<file path="config.mk">
export PLATFORM = sky130hd
export DESIGN_NAME = serial_audio_rx
export DESIGN_NICKNAME = d
export VERILOG_FILES = /design/src/rtl/sar_pkg.sv /design/src/rtl/sar_frame_ref.sv /design/src/rtl/sar_lj_collect.sv /design/src/rtl/sar_rj_window.sv /design/src/rtl/serial_audio_rx.sv
export SDC_FILE = /design/constraint.sdc
export NUM_CORES = 1
export LEC_CHECK = 0
export BUFFER_PORTS_ARGS = -buffer_cell sky130_fd_sc_hd__buf_2
export CAP_MARGIN = 5
export CORE_MARGIN = 10
export CORE_UTILIZATION = 58
export CTS_CLUSTER_DIAMETER = 80
export CTS_CLUSTER_SIZE = 20
export DETAILED_ROUTE_END_ITERATION = 12
export GPL_TIMING_DRIVEN = 0
export PLACE_DENSITY = 0.9
export SYNTH_ARGS = -nofsm -noshare
export SYNTH_HDL_FRONTEND = slang
export SYNTH_SLANG_ARGS = --single-unit
</file>
<file path="constraint.sdc">
create_clock -name clk -period 2.1 [get_ports clk]
set_input_delay 0.21 -clock clk [delete_from_list [all_inputs] [get_ports clk]]
set_output_delay 0.21 -clock clk [all_outputs]
set_load 0.02 [all_outputs]
</file>
<file path="src/rtl/sar_pkg.sv">
// Shared definitions for the serial audio receiver.
package sar_pkg;
    // Framing select codes; the code values are fixed by the select input.
    typedef enum logic [1:0] {
        FMT_I2S         = 2'b00,
        FMT_LEFT_JUST   = 2'b01,
        FMT_RIGHT_LONG  = 2'b10,
        FMT_RIGHT_SHORT = 2'b11
    } sar_fmt_e;
endpackage

</file>
<file path="src/rtl/sar_frame_ref.sv">
// Word-clock tracker: marks the cycle where a new word starts under the
// selected framing, and says whether the word that just ended was left.
// Assumes word_clk is already synchronous to clk (the bit clock).
// I2S is handled as left-justified framing on a one-cycle delayed word clock.
module sar_frame_ref
    import sar_pkg::*;
(
    input  logic     clk,
    input  logic     rst_n,
    input  logic     word_clk,
    input  sar_fmt_e fmt,
    output logic     word_edge,
    output logic     done_left
);
    logic wc_d;
    logic wc_dd;
    logic ref_now;
    logic ref_prev;

    // Delay line for the word clock.
    always_ff @(posedge clk) begin
        if (!rst_n) begin
            wc_d  <= 1'b0;
            wc_dd <= 1'b0;
        end else begin
            wc_d  <= word_clk;
            wc_dd <= wc_d;
        end
    end

    // Pick the reference word clock and polarity for the framing in use.
    always_comb begin
        if (fmt == FMT_I2S) begin
            ref_now   = wc_d;
            ref_prev  = wc_dd;
            done_left = ~wc_dd;
        end else begin
            ref_now   = word_clk;
            ref_prev  = wc_d;
            done_left = wc_d;
        end
        word_edge = ref_now ^ ref_prev;
    end
endmodule

</file>
<file path="src/rtl/sar_lj_collect.sv">
// Front-aligned word collector: starts a word at word_edge with the bit
// present in that cycle and fills up to W bits MSB first. Bits beyond W are
// dropped; bits never received stay zero. word_done holds the word built so
// far and is read by the parent on the next word_edge.
module sar_lj_collect #(
    parameter int W = 24
) (
    input  logic         clk,
    input  logic         rst_n,
    input  logic         sdata,
    input  logic         word_edge,
    output logic [W-1:0] word_done
);
    localparam int CW = $clog2(W + 1);
    localparam logic [W-1:0] TOP_BIT = W'(1) << (W - 1);

    logic [W-1:0]  acc;
    logic [CW-1:0] cnt;

    // Restart on a word boundary, otherwise place the next bit below the last.
    always_ff @(posedge clk) begin
        if (!rst_n) begin
            acc <= '0;
            cnt <= '0;
        end else if (word_edge) begin
            acc <= sdata ? TOP_BIT : '0;
            cnt <= CW'(1);
        end else if (cnt < CW'(W)) begin
            if (sdata) begin
                acc <= acc | (TOP_BIT >> cnt);
            end
            cnt <= cnt + CW'(1);
        end
    end

    assign word_done = acc;
endmodule

</file>
<file path="src/rtl/sar_rj_window.sv">
// Back-aligned word window: keeps the last W bits seen on the data line, so
// at a word boundary it holds the word that ended in the previous cycle.
// In short mode only the last SHORT_W bits are kept, moved to the top.
module sar_rj_window #(
    parameter int W       = 24,
    parameter int SHORT_W = 16
) (
    input  logic         clk,
    input  logic         rst_n,
    input  logic         sdata,
    input  logic         short_mode,
    output logic [W-1:0] word_done
);
    logic [W-1:0] sh;
    logic [W-1:0] short_word;

    // Continuous MSB-first shift of the data line.
    always_ff @(posedge clk) begin
        if (!rst_n) begin
            sh <= '0;
        end else begin
            sh <= {sh[W-2:0], sdata};
        end
    end

    // Left-align the short word, zero-filling the low bits.
    if (SHORT_W < W) begin : g_pad
        assign short_word = {sh[SHORT_W-1:0], {(W - SHORT_W){1'b0}}};
    end else begin : g_full
        assign short_word = sh;
    end

    assign word_done = short_mode ? short_word : sh;
endmodule

</file>
<file path="src/rtl/serial_audio_rx.sv">
// Multi-format serial audio receiver top. Runs entirely on the bit clock.
// Words end at word-clock boundaries picked by sar_frame_ref. A left word is
// parked until the following right word ends; then both are presented with
// a single-cycle pair_valid. Assumes fmt is changed only while in reset.
module serial_audio_rx
    import sar_pkg::*;
#(
    parameter int SAMPLE_W = 24,
    parameter int SHORT_W  = 16
) (
    input  logic                clk,
    input  logic                rst_n,
    input  logic [1:0]          fmt,
    input  logic                word_clk,
    input  logic                sdata,
    output logic [SAMPLE_W-1:0] left_sample,
    output logic [SAMPLE_W-1:0] right_sample,
    output logic                pair_valid
);
    sar_fmt_e            fmt_e;
    logic                word_edge;
    logic                done_left;
    logic                right_mode;
    logic [SAMPLE_W-1:0] lj_word;
    logic [SAMPLE_W-1:0] rj_word;
    logic [SAMPLE_W-1:0] finished;
    logic [SAMPLE_W-1:0] left_hold;
    logic                left_fresh;
    logic                have_word;

    assign fmt_e      = sar_fmt_e'(fmt);
    assign right_mode = (fmt_e == FMT_RIGHT_LONG) || (fmt_e == FMT_RIGHT_SHORT);

    sar_frame_ref u_ref (
        .clk      (clk),
        .rst_n    (rst_n),
        .word_clk (word_clk),
        .fmt      (fmt_e),
        .word_edge(word_edge),
        .done_left(done_left)
    );

    sar_lj_collect #(.W(SAMPLE_W)) u_lj (
        .clk      (clk),
        .rst_n    (rst_n),
        .sdata    (sdata),
        .word_edge(word_edge),
        .word_done(lj_word)
    );

    sar_rj_window #(.W(SAMPLE_W), .SHORT_W(SHORT_W)) u_rj (
        .clk       (clk),
        .rst_n     (rst_n),
        .sdata     (sdata),
        .short_mode(fmt_e == FMT_RIGHT_SHORT),
        .word_done (rj_word)
    );

    // Select the word that ends at this boundary.
    always_comb begin
        finished = right_mode ? rj_word : lj_word;
    end

    // Park left words and present complete pairs with a one-cycle strobe.
    always_ff @(posedge clk) begin
        if (!rst_n) begin
            left_hold    <= '0;
            left_fresh   <= 1'b0;
            have_word    <= 1'b0;
            left_sample  <= '0;
            right_sample <= '0;
            pair_valid   <= 1'b0;
        end else begin
            pair_valid <= 1'b0;
            if (word_edge) begin
                have_word <= 1'b1;
                if (have_word) begin
                    if (done_left) begin
                        left_hold  <= finished;
                        left_fresh <= 1'b1;
                    end else if (left_fresh) begin
                        left_sample  <= left_hold;
                        right_sample <= finished;
                        pair_valid   <= 1'b1;
                        left_fresh   <= 1'b0;
                    end
                end
            end
        end
    end
endmodule

</file>
* Yosys cells after proc, flatten, opt, wreduce, memory -nomap -nowiden
Index checks and enable logic that the tools add are counted. Widths: inputs -> output; s select.
Operators by class: shifts and indexed selects 1, bitwise logic cells 7, equality and inequality tests 2, $add $sub $neg 1, magnitude comparators 1, mux-type cells 13, reduce and logical (&&, ||, !) cells 10
Operator list (count):
- $mux 24 | 6
- $or 24x24->24 | 1
- $shr 24x5->24 const A | 1
- $mux 1 | 7
- $add 5x1->5 const B | 1
- $lt 5x5->1 const B | 1
- $not 1->1 | 5
- $eq 2x2->1 const B | 2
- $reduce_and 2->1 | 2
- $reduce_and 4->1 | 1
- $reduce_bool 2->1 | 2
- $reduce_or 4->1 | 1
- $reduce_and 3->1 | 1
- $logic_not 2->1 | 1
- $reduce_or 2->1 | 1
- $logic_or 1x1->1 | 1
- $xor 1x1->1 | 1
Word-level totals: logic and storage cells 47, register bits 130, output and inout port bits 49, input port bits 6

* Longest topological paths before layout
Gate-level depths: netlist of run 1.
depth after elaboration 5, gate-level depth with buffers 7, gate-level depth less buffers 5

* By module
A second synthesis of run 1 with hierarchy kept.
Second synthesis, totals: cell total of the unflattened synthesis 519, area total of the unflattened synthesis 5321.4 um^2
By module, submodules not included:
- serial_audio_rx | times used 1, cells an instance 303, sequential area each 1501.4 um^2, area an instance 2999.1 um^2
- sar_lj_collect | times used 1, cells an instance 130, sequential area each 580.6 um^2, area an instance 1280.0 um^2
- sar_rj_window | times used 1, cells an instance 77, sequential area each 480.5 um^2, area an instance 955.9 um^2
- sar_frame_ref | times used 1, cells an instance 9, sequential area each 40.0 um^2, area an instance 86.3 um^2

* Worst setup path before layout of run 1
Ideal clock, no wire load.
path type input -> register, start in fmt[0], end reg left_hold[13], path slack 562 ps, stages on the path 7, arrival time 1421 ps, required time 1984 ps, setup time 116 ps, cell sequence buf_4 o21a_1 or4_1 buf_2 buf_2 nand2_1 a21boi_1
Between the ends: cells in the longest elaborated chain, start to end 4, elaborated cells between the ends (all ways) 11
Ends and longest elaborated chain:
- from (decl) | line serial_audio_rx.sv:13 | input logic [1:0] fmt,
- $logic_not 2->1 | line sar_frame_ref.sv:33 | if (fmt == FMT_I2S) begin
- $mux 1 | line sar_frame_ref.sv:33
- $xor 1x1->1 | line sar_frame_ref.sv:42 | word_edge = ref_now ^ ref_prev;
- $reduce_and 3->1 (no source line)
- to (signal assigned) | line serial_audio_rx.sv:79 | left_hold <= finished;
- to (decl) | line serial_audio_rx.sv:27 | logic [SAMPLE_W-1:0] left_hold;
Parallel ways exist; a longest one is shown, timed or not. A chain may end at the register's enable or synchronous reset.

* Worst setup path in the final report of run 1
start reg have_word, end reg left_hold[13]
Between the ends: cells in the longest elaborated chain, start to end 1
Ends and longest elaborated chain:
- from (decl) | line serial_audio_rx.sv:29 | logic have_word;
- from (signal assigned) | line serial_audio_rx.sv:69 | have_word <= 1'b0;
- from (signal assigned) | line serial_audio_rx.sv:76 | have_word <= 1'b1;
- $reduce_and 3->1 (no source line)
No other way between the ends.

==> results of run 1 <==
==> power by group <==
part / switching [W] / leakage (nW) / internal, W
clock: 0.00110 / 0.281 / 0.00179
combinational: 0.000167 / 1.25 / 0.0000854
sequential: 0.0000239 / 1.05 / 0.00249
==> cell type report <==
class	count	area [um2]
sequential	130	2600
fill	556	2300
multi-input combinational	383	2180
clock buffer	21	459
timing repair buffer	54	280
buffer	41	190
tap	105	131
clock inverter	11	128
inverter	5	18.8
==> registers in the layout (all words and copies together), names as in the netlist <==
name,cells
left_fresh,1
u_rj.sh,24
u_lj.word_done,24
left_hold,24
u_ref.wc_d,1
right_sample,24
pair_valid,1
u_ref.wc_dd,1
have_word,1
left_sample,24
u_lj.cnt,5
==> logic make-up (layout without fill, tap and decap cells) <==
family / count (synthesis) / in the layout
DFF: 130 / 130
and+or+nand+nor: 225 / 225
AOI/OAI and AO/OA: 135 / 135
muxes: 16 / 16
adders and majority gates: 6 / 6
xor gates and xnor gates: 1 / 1
buffers and inverters: 46 / 132
==> cell usage in the layout (no fill, tap or decap), types with 3 or more instances in the layout <==
cell type and instances:
sky130_fd_sc_hd__clkbuf_1 18, sky130_fd_sc_hd__mux2i_1 16, sky130_fd_sc_hd__dfxtp_1 130, sky130_fd_sc_hd__buf_1 3, sky130_fd_sc_hd__inv_1 5, sky130_fd_sc_hd__nor2b_1 12, sky130_fd_sc_hd__a21boi_0 31, sky130_fd_sc_hd__ha_1 6
sky130_fd_sc_hd__a21boi_1 26, sky130_fd_sc_hd__nand2_1 131, sky130_fd_sc_hd__clkbuf_16 16, sky130_fd_sc_hd__o21a_1 4, sky130_fd_sc_hd__clkbuf_8 4, sky130_fd_sc_hd__buf_4 4, sky130_fd_sc_hd__o211a_1 16, sky130_fd_sc_hd__nor2_1 43
sky130_fd_sc_hd__buf_2 68, sky130_fd_sc_hd__a21oi_1 40, sky130_fd_sc_hd__clkinvlp_4 3, sky130_fd_sc_hd__and2_1 27, sky130_fd_sc_hd__a31oi_1 11
==> cells in the mapped netlist (all sizes together) (3+ instances only) <==
cell type,instances
clkbuf,18
nor3b,3
dfxtp,130
nand2,131
o211a,16
o21a,4
a21oi,40
mux2i,16
and2,27
inv,5
ha,6
nor2,43
a21boi,57
a31oi,11
buf,23
nor2b,12
==> final timing paths <==
path                    startpoint          endpoint  slack (ps)  cells after the start
setup / recovery         have_word     left_hold[13]         270                      5
hold / removal               rst_n       u_lj.cnt[4]         140                      3
setup reg to reg         have_word     left_hold[13]         270                      5
hold reg to reg   right_sample[17]  right_sample[17]         450                      2
==> per-stage QoR <==
stage	setup WS (ps)	cells	cell area [um2]	hold slack, ps
2_1_floorplan	562	559	5000	337
3_3_place_gp	353	716	5390	441
3_5_place_dp	322	716	5390	443
4_1_cts	346	750	5990	124
5_1_grt	217	750	5990	157
6_report	266	750	5990	143
==> worst max-delay path: stages, from the launching register on <==
cell                       delay (ps)
sky130_fd_sc_hd__dfxtp_1          420
sky130_fd_sc_hd__inv_1            110
sky130_fd_sc_hd__nor4_2           530
sky130_fd_sc_hd__buf_2            330
sky130_fd_sc_hd__nand2_1          130
sky130_fd_sc_hd__a21boi_1         230
==> what timing repair did <==
item	CTS	global route
setup endpoints to repair	0	0
endpoints found under the hold margin	2	0
hold buffers	2	0
resized for setup	0	0
==> layer usage <==
| metal | share of wire, % | global-route usage (%) | vias up |
|---|---|---|---|
| met5 | 0 | 0 | - |
| met4 | 3.8 | 10.1 | 0 |
| met3 | 9.3 | 6.55 | 55 |
| met2 | 49 | 35.8 | 254 |
| met1 | 38 | 22.6 | 2010 |
| li1 | - | - | 2009 |
==> results.txt, run 1 <==
----------------------------------------------------
[Timing]
  Portion of the clock cycle consumed by the worst path in the final layout ... between 80% and 90%
  Tightest slew margin relative to the limit ... between 40 and 50%
  Maximum frequency from static timing analysis ... 545 MHz
  Post-Route Setup TNS ... 0 ps
  Clock Skews ... 7.90 ps
  Fin. Hold Viols ... 0
  Slew Limit Fails ... 0
  Time the final worst path needs with I/O delays and setup ... roughly 1800 ps
  Actual slew at the worst max-slew pin ... slightly above 800 ps
  Number of setup violations in the final report ... 0
  Setup repair after global routing missed its margin ... false

[Critical path]
  Arr. time, crit path ... between 2000 and 2500 ps
  Capturing element type of the critical path ... register
  Worst Path Max Fanout ... 10
  Crit Path Class ... register to register
  Startpoint types ... register
  WP data required ... 2530 ps

[Yosys]
  YS warnings ... 0
  Number of flops mapped to enable cells by yosys ... 0
  Flop and latch count out of synthesis ... 130
  Area share of and/or/nand/nor cells after synthesis ... between 10% and 20%
  Proportion of synthesized chip area in sequential cells ... a little over half
  Combinational family with the most area after synthesis ... simple AND/OR/NAND/NOR gates
  Synthesized-area fraction occupied by ao, oa, aoi and oai cells ... approximately a fifth
  Mapped Area ... around 5000 um2
  Cell types occupying the most area after synthesis ... sky130_fd_sc_hd__dfxtp_1, sky130_fd_sc_hd__nand2_1, sky130_fd_sc_hd__a21boi_0
  Cell count after synthesis ... 559
  Post-Syn Nets ... around 570
  Top-area cell type share of the netlist area ... between 50% and 60%
  Post-synthesis mux area share ... 3.21%
  Unique cell type count in the Yosys netlist ... 34
  Post-synthesis adder-cell area fraction ... under 10%
  Synthesized-area fraction occupied by xor and xnor cells ... less than 1%
  Largest area contributor in the netlist ... sky130_fd_sc_hd__dfxtp_1
  Avg Synthesized Cell Area ... about 8.9 um2
  Post-synth ARST share ... 0%
  Most used flip-flop cell after synthesis ... sky130_fd_sc_hd__dfxtp_1

[Route]
  Pre-antenna DRT Iters ... 7
  Iteration-0 DRC count of the detailed router ... between 300 and 400
  Per-cell via count in the routed design ... about 5.8
  Final routed DRC violation total ... 0
  Detail-routed net length per standard cell ... 17.7 um
  Number of vias in the routed layout ... about 4.3k
  Final routed wirelength across all metal layers ... approximately 13 mm
  Post-detailed-route count of antenna-violating nets ... 0

[CTS]
  Clock insertion delay at the later pin of the skew report ... 530 ps
  CTS root buf ... sky130_fd_sc_hd__clkbuf_8
  Setup Buffers After CTS ... 0
  Maximum count of clock buffers along a single path ... 2
  TritonCTS clock tree ... done
  Clock sinks ... 130
  Htree depth ... 4
  TritonCTS Buffers ... 17
  Reg clk slew, reported paths ... roughly 60 ps

[Place]
  Gp weighted congestion ... 0.916
  Count of buffers from port buffering ... 52
  Post-DP HPWL ... between 9 and 10 mm

[Die]
  DIE HEIGHT ... 113 um
  Core Rows ... 33
  Number of top-level pins ... between 50 and 60
  Die boundary width ... about 110 um
  Core outline area ... 8300 um2
  Overall die area ... roughly 13000 um2
  Starting utilization of the core area ... 60.2%

[Global route]
  Antenna violations before repair ... 0
  Wire length of the first global-routing pass ... roughly 21 mm
  Number of global-route vias before repair ... between 4k and 5k
  All-layer global routing usage ... between 20% and 30%
  Total overflow reported by the global router ... 0
  Largest net degree at the start of global routing ... 17

[Power]
  LEAKAGE ... approximately 2.6 nW
  Total power ... about 0.0057 W
  VDD IR-drop max ... 0.634 mV
  Areal power density over the cells ... approximately 940 nW/um2

[Run]
  Max Cap Viol ... 0

[Min path]
  Type of the worst min-delay path ... input pin to register

[Run status]
  Outcome ... finished, final reports clean

[Final layout]
  Share of the core filled with cells ... slightly above 70%
  Total Nets Final ... ~640
  Area delta synth->final ... 20.0%
  Proportion of layout cells with a drive suffix above 1 ... between 10% and 20%
  Number of diodes added for antenna fixing ... 0

----------------------------------------------------
Power figures use the tool's default switching activity.
==> inputs of run 2 (changes only) <==
--- a/config.mk
+++ b/config.mk
@@ -5,7 +5,7 @@
 export SDC_FILE = /design/constraint.sdc
 export NUM_CORES = 1
 export LEC_CHECK = 0
-export BUFFER_PORTS_ARGS = -buffer_cell sky130_fd_sc_hd__buf_2
+export BUFFER_PORTS_ARGS = -buffer_cell sky130_fd_sc_hd__clkbuf_2
 export CAP_MARGIN = 5
 export CORE_MARGIN = 10
 export CORE_UTILIZATION = 58
==> run 2 against run 1 <==
Effect of this change:
- non-clock buffer count is the same
- sequential share of layout area shrank 0.054 points
- critical path depth is the same
- global-route usage shrank 0.21 points
- utilization grew 0.090 points
- register-to-register slack gained 50 ps
- final area grew 0.13%
- first-iteration DRC count grew 6.6%
- count of clock-buffer cells in the layout shrank 3
- worst hold slack is essentially flat
- largest power group unchanged
- highest routed layer unchanged
==> results.txt, run 2 (synthesized netlist as in run 1, its figures left out) <==
----------------------------------------------------
[Route]
  Per-cell via count in the routed design ... 5.64 (was 5.77)
  Iteration-0 DRC count of the detailed router ... 417 (was 391)
  Detail-routed net length per standard cell ... 17.9 um (was 17.7 um)
  Uppermost signal routing layer after detailed routing ... met4 (unchanged)
  Pre-antenna DRT Iters ... 6 (was 7)
  Final routed wirelength across all metal layers ... 13.4 mm (was 13.2 mm)
  Number of vias in the routed layout ... 4231 (was 4328)
  Post-detailed-route count of antenna-violating nets ... 0 (unchanged)
  Final routed DRC violation total ... 0 (unchanged)
  Wire length on met3 ... 978 um (was 1.23 mm)
  Post-Route M1 WL ... 5.20 mm (was 5.04 mm)
  Sum of met2 wire segment lengths after detailed routing ... 6.88 mm (was 6.46 mm)

[Power]
  Power share of the combinational group ... 4.4% (was 4.5%)
  Fraction of power spent switching nets ... 23.2% (was 22.8%)
  Areal power density over the cells ... 955 nW/um2 (was 944 nW/um2)
  VDD IR-drop max ... 0.735 mV (was 0.634 mV)
  Part of the total power dissipated in the clock network ... 51.6% (was 51.1%)
  Sw power ... 0.00133 W (was 0.00129 W)
  LEAKAGE ... 2.55 nW (was 2.58 nW)
  Seq pwr share ... 44.0% (was 44.5%)
  Internal cell power ... 0.00440 W (was 0.00437 W)

[Timing]
  Portion of the clock cycle consumed by the worst path in the final layout ... 85.1% (was 87.3%)
  Setup repair after global routing missed its margin ... false (unchanged)
  Number of setup violations in the final report ... 0 (unchanged)
  Time the final worst path needs with I/O delays and setup ... 1790 ps (was 1830 ps)
  Tightest slew margin relative to the limit ... 46.5% (was 45.4%)
  Slew Limit Fails ... 0 (unchanged)
  Actual slew at the worst max-slew pin ... 800 ps (was 817 ps)
  Maximum frequency from static timing analysis ... 559 MHz (was 545 MHz)
  Clock Skews ... 5.99 ps (was 7.90 ps)
  Post-Route Setup TNS ... 0 ps (unchanged)
  Fin. Hold Viols ... 0 (unchanged)

[Final layout]
  Area delta synth->final ... 20.1% (was 20.0%)
  Multi-input logic area ... 2180 um2 (unchanged)
  Final cell count without fillers ... 750 (unchanged)
  Register Area ... 2600 um2 (unchanged)
  Filler cell count ... 552 (was 556)
  Commonest non-fill, non-tap cell in the layout ... sky130_fd_sc_hd__nand2_1 (unchanged)
  Proportion of layout cells with a drive suffix above 1 ... 16.6% (unchanged)
  Number of diodes added for antenna fixing ... 0 (unchanged)
  Total Nets Final ... 644 (unchanged)
  Most frequent cells in the layout ... sky130_fd_sc_hd__nand2_1, sky130_fd_sc_hd__dfxtp_1, sky130_fd_sc_hd__clkbuf_2, sky130_fd_sc_hd__nor2_1, sky130_fd_sc_hd__a21oi_1 (was sky130_fd_sc_hd__nand2_1, sky130_fd_sc_hd__dfxtp_1, sky130_fd_sc_hd__buf_2, sky130_fd_sc_hd__nor2_1, sky130_fd_sc_hd__a21oi_1)

[CTS]
  Clock insertion delay at the later pin of the skew report ... 530 ps (about the same)
  Reg clk slew, reported paths ... 60 ps (about the same)
  TritonCTS Buffers ... 17 (unchanged)
  Maximum count of clock buffers along a single path ... 2 (unchanged)
  Htree depth ... 4 (unchanged)
  TritonCTS clock tree ... done (unchanged)
  CTS root buf ... sky130_fd_sc_hd__clkbuf_8 (unchanged)
  Clock sinks ... 130 (unchanged)

[Critical path]
  WP data required ... 2540 ps (was 2530 ps)
  Worst Path Max Fanout ... 10 (unchanged)
  Crit Path Class ... register to register (unchanged)
  Arr. time, crit path ... 2230 ps (was 2270 ps)
  Capturing element type of the critical path ... register (unchanged)
  Startpoint types ... register (unchanged)

[Die]
  Die boundary width ... 113 um (unchanged)
  Core outline area ... 8300 um2 (unchanged)
  Core Rows ... 33 (unchanged)
  Starting utilization of the core area ... 60.2% (unchanged)
  DIE HEIGHT ... 113 um (unchanged)
  Overall die area ... 12700 um2 (unchanged)
  Number of top-level pins ... 55 (unchanged)

[Place]
  Count of buffers from port buffering ... 52 (unchanged)
  Gp weighted congestion ... 0.913 (was 0.916)
  Placed cell count ... 716 (unchanged)
  Post-DP HPWL ... 8.99 mm (was 9.02 mm)

[Run]
  Max Cap Viol ... 0 (unchanged)

[Global route]
  Antenna violations before repair ... 0 (unchanged)
  Wire length of the first global-routing pass ... 21.3 mm (was 21.4 mm)
  Total overflow reported by the global router ... 0 (unchanged)
  All-layer global routing usage ... 20.5% (was 20.8%)
  Number of global-route vias before repair ... 4241 (was 4271)
  Largest net degree at the start of global routing ... 17 (unchanged)

[Run status]
  Outcome ... finished, final reports clean (unchanged)

[Min path]
  Type of the worst min-delay path ... input pin to register (unchanged)

----------------------------------------------------
## run 2: cell count changes in the layout (fill, tap and decap cells not counted), sizes merged
| cell | change |
|---|---|
| clkbuf | +49 |
| clkinvlp | -1 |
| buf | -52 |
| bufinv | +1 |
| inv | +3 |
## run 2: final timing paths
kind,slack [ps],cells after the start,from,end
worst max-delay path,310,5,u_ref.wc_d,left_hold[11]
worst min-delay path,140,3,rst_n,u_lj.cnt[1]
worst max register to register,310,5,u_ref.wc_d,left_hold[11]
worst min register to register,450,2,right_sample[14],right_sample[14]
## run 2: repair_timing
action,CTS,global route
hold endpoints to repair,2,0
setup buffers,0,0
resized for setup,0,0
hold buffers,2,0
## run 2: metal layers
metal,vias to the layer above,GRT usage [%]
met2,193,37.0
li1,2007,-
met4,0,9.90
met1,1987,21.8
met3,44,5.23
met5,-,0
## run 2: power by group through the flow
stage          clock, W  sequential, W  combinational (W)
6_report        0.00296        0.00252           0.000253
5_1_grt         0.00307        0.00252           0.000273
4_1_cts         0.00296        0.00252           0.000248
3_5_place_dp          0        0.00257           0.000235
3_3_place_gp          0        0.00257           0.000227
2_1_floorplan         0        0.00257           0.000168
## run 2: worst max-delay path, stage by stage (launching register included)
cell	delay, ps
sky130_fd_sc_hd__dfxtp_1	420
sky130_fd_sc_hd__inv_1	140
sky130_fd_sc_hd__nor4_2	530
sky130_fd_sc_hd__buf_2	320
sky130_fd_sc_hd__nand2_1	90
sky130_fd_sc_hd__a21boi_0	190
## run 2: cell type report
type	instances	area share (%)
tap	105	2.19
clock buffer	18	6.96
clock inverter	14	2.94
inverter	5	0.313
sequential	130	43.4
timing repair buffer	54	4.67
buffer	41	3.17
multi-input combinational	383	36.4
## run 2: stage by stage
| stage | power [W] | utilization (%) | setup slack [ps] | cell area (um2) | hold slack (ps) |
|---|---|---|---|---|---|
| 6_report | 0.00573 | 72.3 | 312 | 6000 | 143 |
| 5_1_grt | 0.00587 | 72.3 | 148 | 6000 | 154 |
| 2_1_floorplan | 0.00273 | - | 562 | 5000 | 337 |
| 3_5_place_dp | 0.00280 | 64.9 | 308 | 5390 | 447 |
| 4_1_cts | 0.00573 | 72.3 | 311 | 6000 | 119 |
| 3_3_place_gp | 0.00280 | 64.9 | 368 | 5390 | 443 |
==> inputs of run 3 (changes only) <==
--- a/config.mk
+++ b/config.mk
@@ -7,13 +7,15 @@
 export LEC_CHECK = 0
 export BUFFER_PORTS_ARGS = -buffer_cell sky130_fd_sc_hd__clkbuf_2
 export CAP_MARGIN = 5
+export CELL_PAD_IN_SITES_DETAIL_PLACEMENT = 1
+export CELL_PAD_IN_SITES_GLOBAL_PLACEMENT = 2
 export CORE_MARGIN = 10
-export CORE_UTILIZATION = 58
+export CORE_UTILIZATION = 35
 export CTS_CLUSTER_DIAMETER = 80
 export CTS_CLUSTER_SIZE = 20
 export DETAILED_ROUTE_END_ITERATION = 12
 export GPL_TIMING_DRIVEN = 0
-export PLACE_DENSITY = 0.9
+export PLACE_DENSITY = 0.88
 export SYNTH_ARGS = -nofsm -noshare
 export SYNTH_HDL_FRONTEND = slang
 export SYNTH_SLANG_ARGS = --single-unit
==> run 3 against run 2 <==
Effect of this change:
- count of clock-buffer cells in the layout grew 4
- final area grew 1.0%
- critical path depth is the same
- highest routed layer unchanged
- clock skew grew 3.3 ps
- total power shrank 1.1%
- combinational power is essentially flat
==> results.txt, run 3 (synthesized netlist as in run 1, its figures left out) <==
----------------------------------------------------
[Timing]
  Actual slew at the worst max-slew pin ... 923 ps (was 800 ps)
  Portion of the clock cycle consumed by the worst path in the final layout ... 85.7% (was 85.1%)
  Post-Route Setup TNS ... 0 ps (unchanged)
  Setup repair after global routing missed its margin ... false (unchanged)
  Number of setup violations in the final report ... 0 (unchanged)
  Tightest slew margin relative to the limit ... 38.3% (was 46.5%)
  Time the final worst path needs with I/O delays and setup ... 1800 ps (was 1790 ps)
  Maximum frequency from static timing analysis ... 555 MHz (was 559 MHz)
  Slew Limit Fails ... 0 (unchanged)
  Clock Skews ... 9.28 ps (was 5.99 ps)
  Worst hold margin ... 28.3 ps (was 143 ps)
  Fin. Hold Viols ... 0 (unchanged)

[Global route]
  Wire length of the first global-routing pass ... 22.6 mm (was 21.3 mm)
  All-layer global routing usage ... 14.5% (was 20.5%)
  Number of global-route vias before repair ... 4248 (was 4241)
  Largest net degree at the start of global routing ... 17 (unchanged)
  Antenna violations before repair ... 0 (unchanged)
  Total overflow reported by the global router ... 0 (unchanged)

[Final layout]
  Commonest non-fill, non-tap cell in the layout ... sky130_fd_sc_hd__nand2_1 (unchanged)
  Register Area ... 2600 um2 (unchanged)
  Multi-input logic area ... 2180 um2 (unchanged)
  Number of diodes added for antenna fixing ... 0 (unchanged)
  Final cell count without fillers ... 823 (was 750)
  Most frequent cells in the layout ... sky130_fd_sc_hd__nand2_1, sky130_fd_sc_hd__dfxtp_1, sky130_fd_sc_hd__clkbuf_2, sky130_fd_sc_hd__nor2_1, sky130_fd_sc_hd__a21oi_1 (unchanged)
  Post-Layout Inst Area ... 6060 um2 (was 6000 um2)
  Proportion of layout cells with a drive suffix above 1 ... 16.5% (was 16.6%)
  Total Nets Final ... 642 (was 644)
  Filler cell count ... 1660 (was 552)
  Area delta synth->final ... 21.4% (was 20.1%)

[Power]
  Part of the total power dissipated in the clock network ... 51.1% (was 51.6%)
  Fraction of power spent switching nets ... 22.3% (was 23.2%)
  Internal cell power ... 0.00441 W (was 0.00440 W)
  Areal power density over the cells ... 935 nW/um2 (was 955 nW/um2)
  Power share of the combinational group ... 4.4% (about the same)
  LEAKAGE ... 2.53 nW (was 2.55 nW)
  VDD IR-drop max ... 0.597 mV (was 0.735 mV)
  Seq pwr share ... 44.4% (was 44.0%)
  Sw power ... 0.00126 W (was 0.00133 W)

[Die]
  Core outline area ... 13900 um2 (was 8300 um2)
  Die boundary width ... 139 um (was 113 um)
  Overall die area ... 19500 um2 (was 12700 um2)
  Core Rows ... 43 (was 33)
  DIE HEIGHT ... 139 um (was 113 um)
  Starting utilization of the core area ... 35.9% (was 60.2%)
  Number of top-level pins ... 55 (unchanged)

[CTS]
  TritonCTS clock tree ... done (unchanged)
  Clock insertion delay at the later pin of the skew report ... 420 ps (was 530 ps)
  Reg clk slew, reported paths ... 60 ps (about the same)
  Htree depth ... 4 (unchanged)
  CTS root buf ... sky130_fd_sc_hd__clkbuf_16 (was sky130_fd_sc_hd__clkbuf_8)
  TritonCTS Buffers ... 17 (unchanged)
  Number of resized instances in the post-cts repair step ... 0 (unchanged)
  Clock sinks ... 130 (unchanged)
  Setup Buffers After CTS ... 0 (unchanged)
  Number of buffers inserted by hold repair at cts ... 0 (was 2)
  Maximum count of clock buffers along a single path ... 2 (unchanged)

[Place]
  Placed instance area ... 5480 um2 (was 5390 um2)
  Gp weighted congestion ... 0.790 (was 0.913)
  Post-DP HPWL ... 10.6 mm (was 8.99 mm)
  Count of buffers from port buffering ... 52 (unchanged)
  Placed cell count ... 791 (was 716)

[Critical path]
  R2R Path End ... u_lj.cnt[2] (was left_hold[11])
  Capturing element type of the critical path ... register (unchanged)
  Launching instance or port of the critical path ... u_lj.cnt[2] (was u_ref.wc_d)
  WP data required ... 2430 ps (was 2540 ps)
  Number of cells on the worst reg-to-reg path ... 5 (unchanged)
  End point of the critical path ... u_lj.cnt[2] (was left_hold[11])
  Worst Path Max Fanout ... 10 (unchanged)
  Crit Path Class ... register to register (unchanged)
  Arr. time, crit path ... 2130 ps (was 2230 ps)
  Startpoint of the lowest-slack register-to-register path ... u_lj.cnt[2] (was u_ref.wc_d)
  Startpoint types ... register (unchanged)
  Setup slack of the worst register-to-register path ... 300 ps (was 310 ps)

[Route]
  Final routed DRC violation total ... 0 (unchanged)
  Iteration-0 DRC count of the detailed router ... 155 (was 417)
  Post-detailed-route count of antenna-violating nets ... 0 (unchanged)
  Per-cell via count in the routed design ... 4.90 (was 5.64)
  Pre-antenna DRT Iters ... 4 (was 6)
  Detail-routed net length per standard cell ... 17.0 um (was 17.9 um)
  Number of vias in the routed layout ... 4035 (was 4231)
  Final routed wirelength across all metal layers ... 14.0 mm (was 13.4 mm)

[Run status]
  Outcome ... finished, final reports clean (unchanged)

[Min path]
  Type of the worst min-delay path ... input pin to register (unchanged)

[Run]
  Max Cap Viol ... 0 (unchanged)

----------------------------------------------------
==> run 3: changes by cell type in the layout (fill, tap and decap cells not counted), sizes merged <==
cell	previous run	this run
dlygate4sd3	2	0
clkinv	4	5
inv	10	5
clkbuf	88	92
clkinvlp	2	3
bufinv	3	2
==> run 3: layer usage <==
| layer | vias up | track usage (%) | wire [um] |
|---|---|---|---|
| met4 | 0 | 5.55 | 228 |
| met2 | 74 | 24.7 | 6920 |
| li1 | 2009 | - | - |
| met1 | 1930 | 16.6 | 6160 |
| met3 | 22 | 4.32 | 659 |
| met5 | - | 0 | 0 |
==> run 3: power by group through the flow <==
| stage | clock [W] | combinational (W) | sequential, W |
|---|---|---|---|
| global placement | 0 | 0.000241 | 0.00257 |
| finish | 0.00290 | 0.000251 | 0.00252 |
| detailed placement | 0 | 0.000250 | 0.00257 |
| global route | 0.00307 | 0.000276 | 0.00252 |
| floorplan | 0 | 0.000168 | 0.00257 |
| CTS | 0.00295 | 0.000254 | 0.00252 |
==> run 3: worst min path at each step <==
stage	startpoint	depth (start not counted)	to
floorplan	word_clk	1	u_ref.wc_d
global placement	u_rj.sh[20]	1	u_rj.sh[21]
detailed placement	left_hold[23]	2	left_hold[23]
CTS	word_clk	2	u_ref.wc_d
global route	word_clk	2	u_ref.wc_d
finish	word_clk	2	u_ref.wc_d
==> run 3: area by class of cell <==
| class | instances | area share [%] |
|---|---|---|
| repair buffers | 52 | 4.29 |
| inverters | 5 | 0.310 |
| clock buffers | 22 | 7.82 |
| plain buffers | 41 | 3.14 |
| flip-flops and latches | 130 | 42.9 |
| well taps | 180 | 3.71 |
| multi-input cells | 383 | 36.0 |
| clock inverters | 10 | 1.77 |
==> run 3: critical path: stages (launching register included) <==
cell and delay, ps:
sky130_fd_sc_hd__dfxtp_1 320, sky130_fd_sc_hd__clkbuf_1 350, sky130_fd_sc_hd__clkbuf_1 450, sky130_fd_sc_hd__inv_1 90, sky130_fd_sc_hd__ha_1 300, sky130_fd_sc_hd__a211oi_1 190
==> run 3: per-stage QoR <==
stage                     util (%)  setup WS [ps]  power, W
after floorplan                  -            562   0.00273
after global placement        39.3            314   0.00281
after detailed placement      39.3            269   0.00282
after CTS                     43.5            294   0.00572
after global routing          43.5            177   0.00586
final                         43.5            299   0.00567
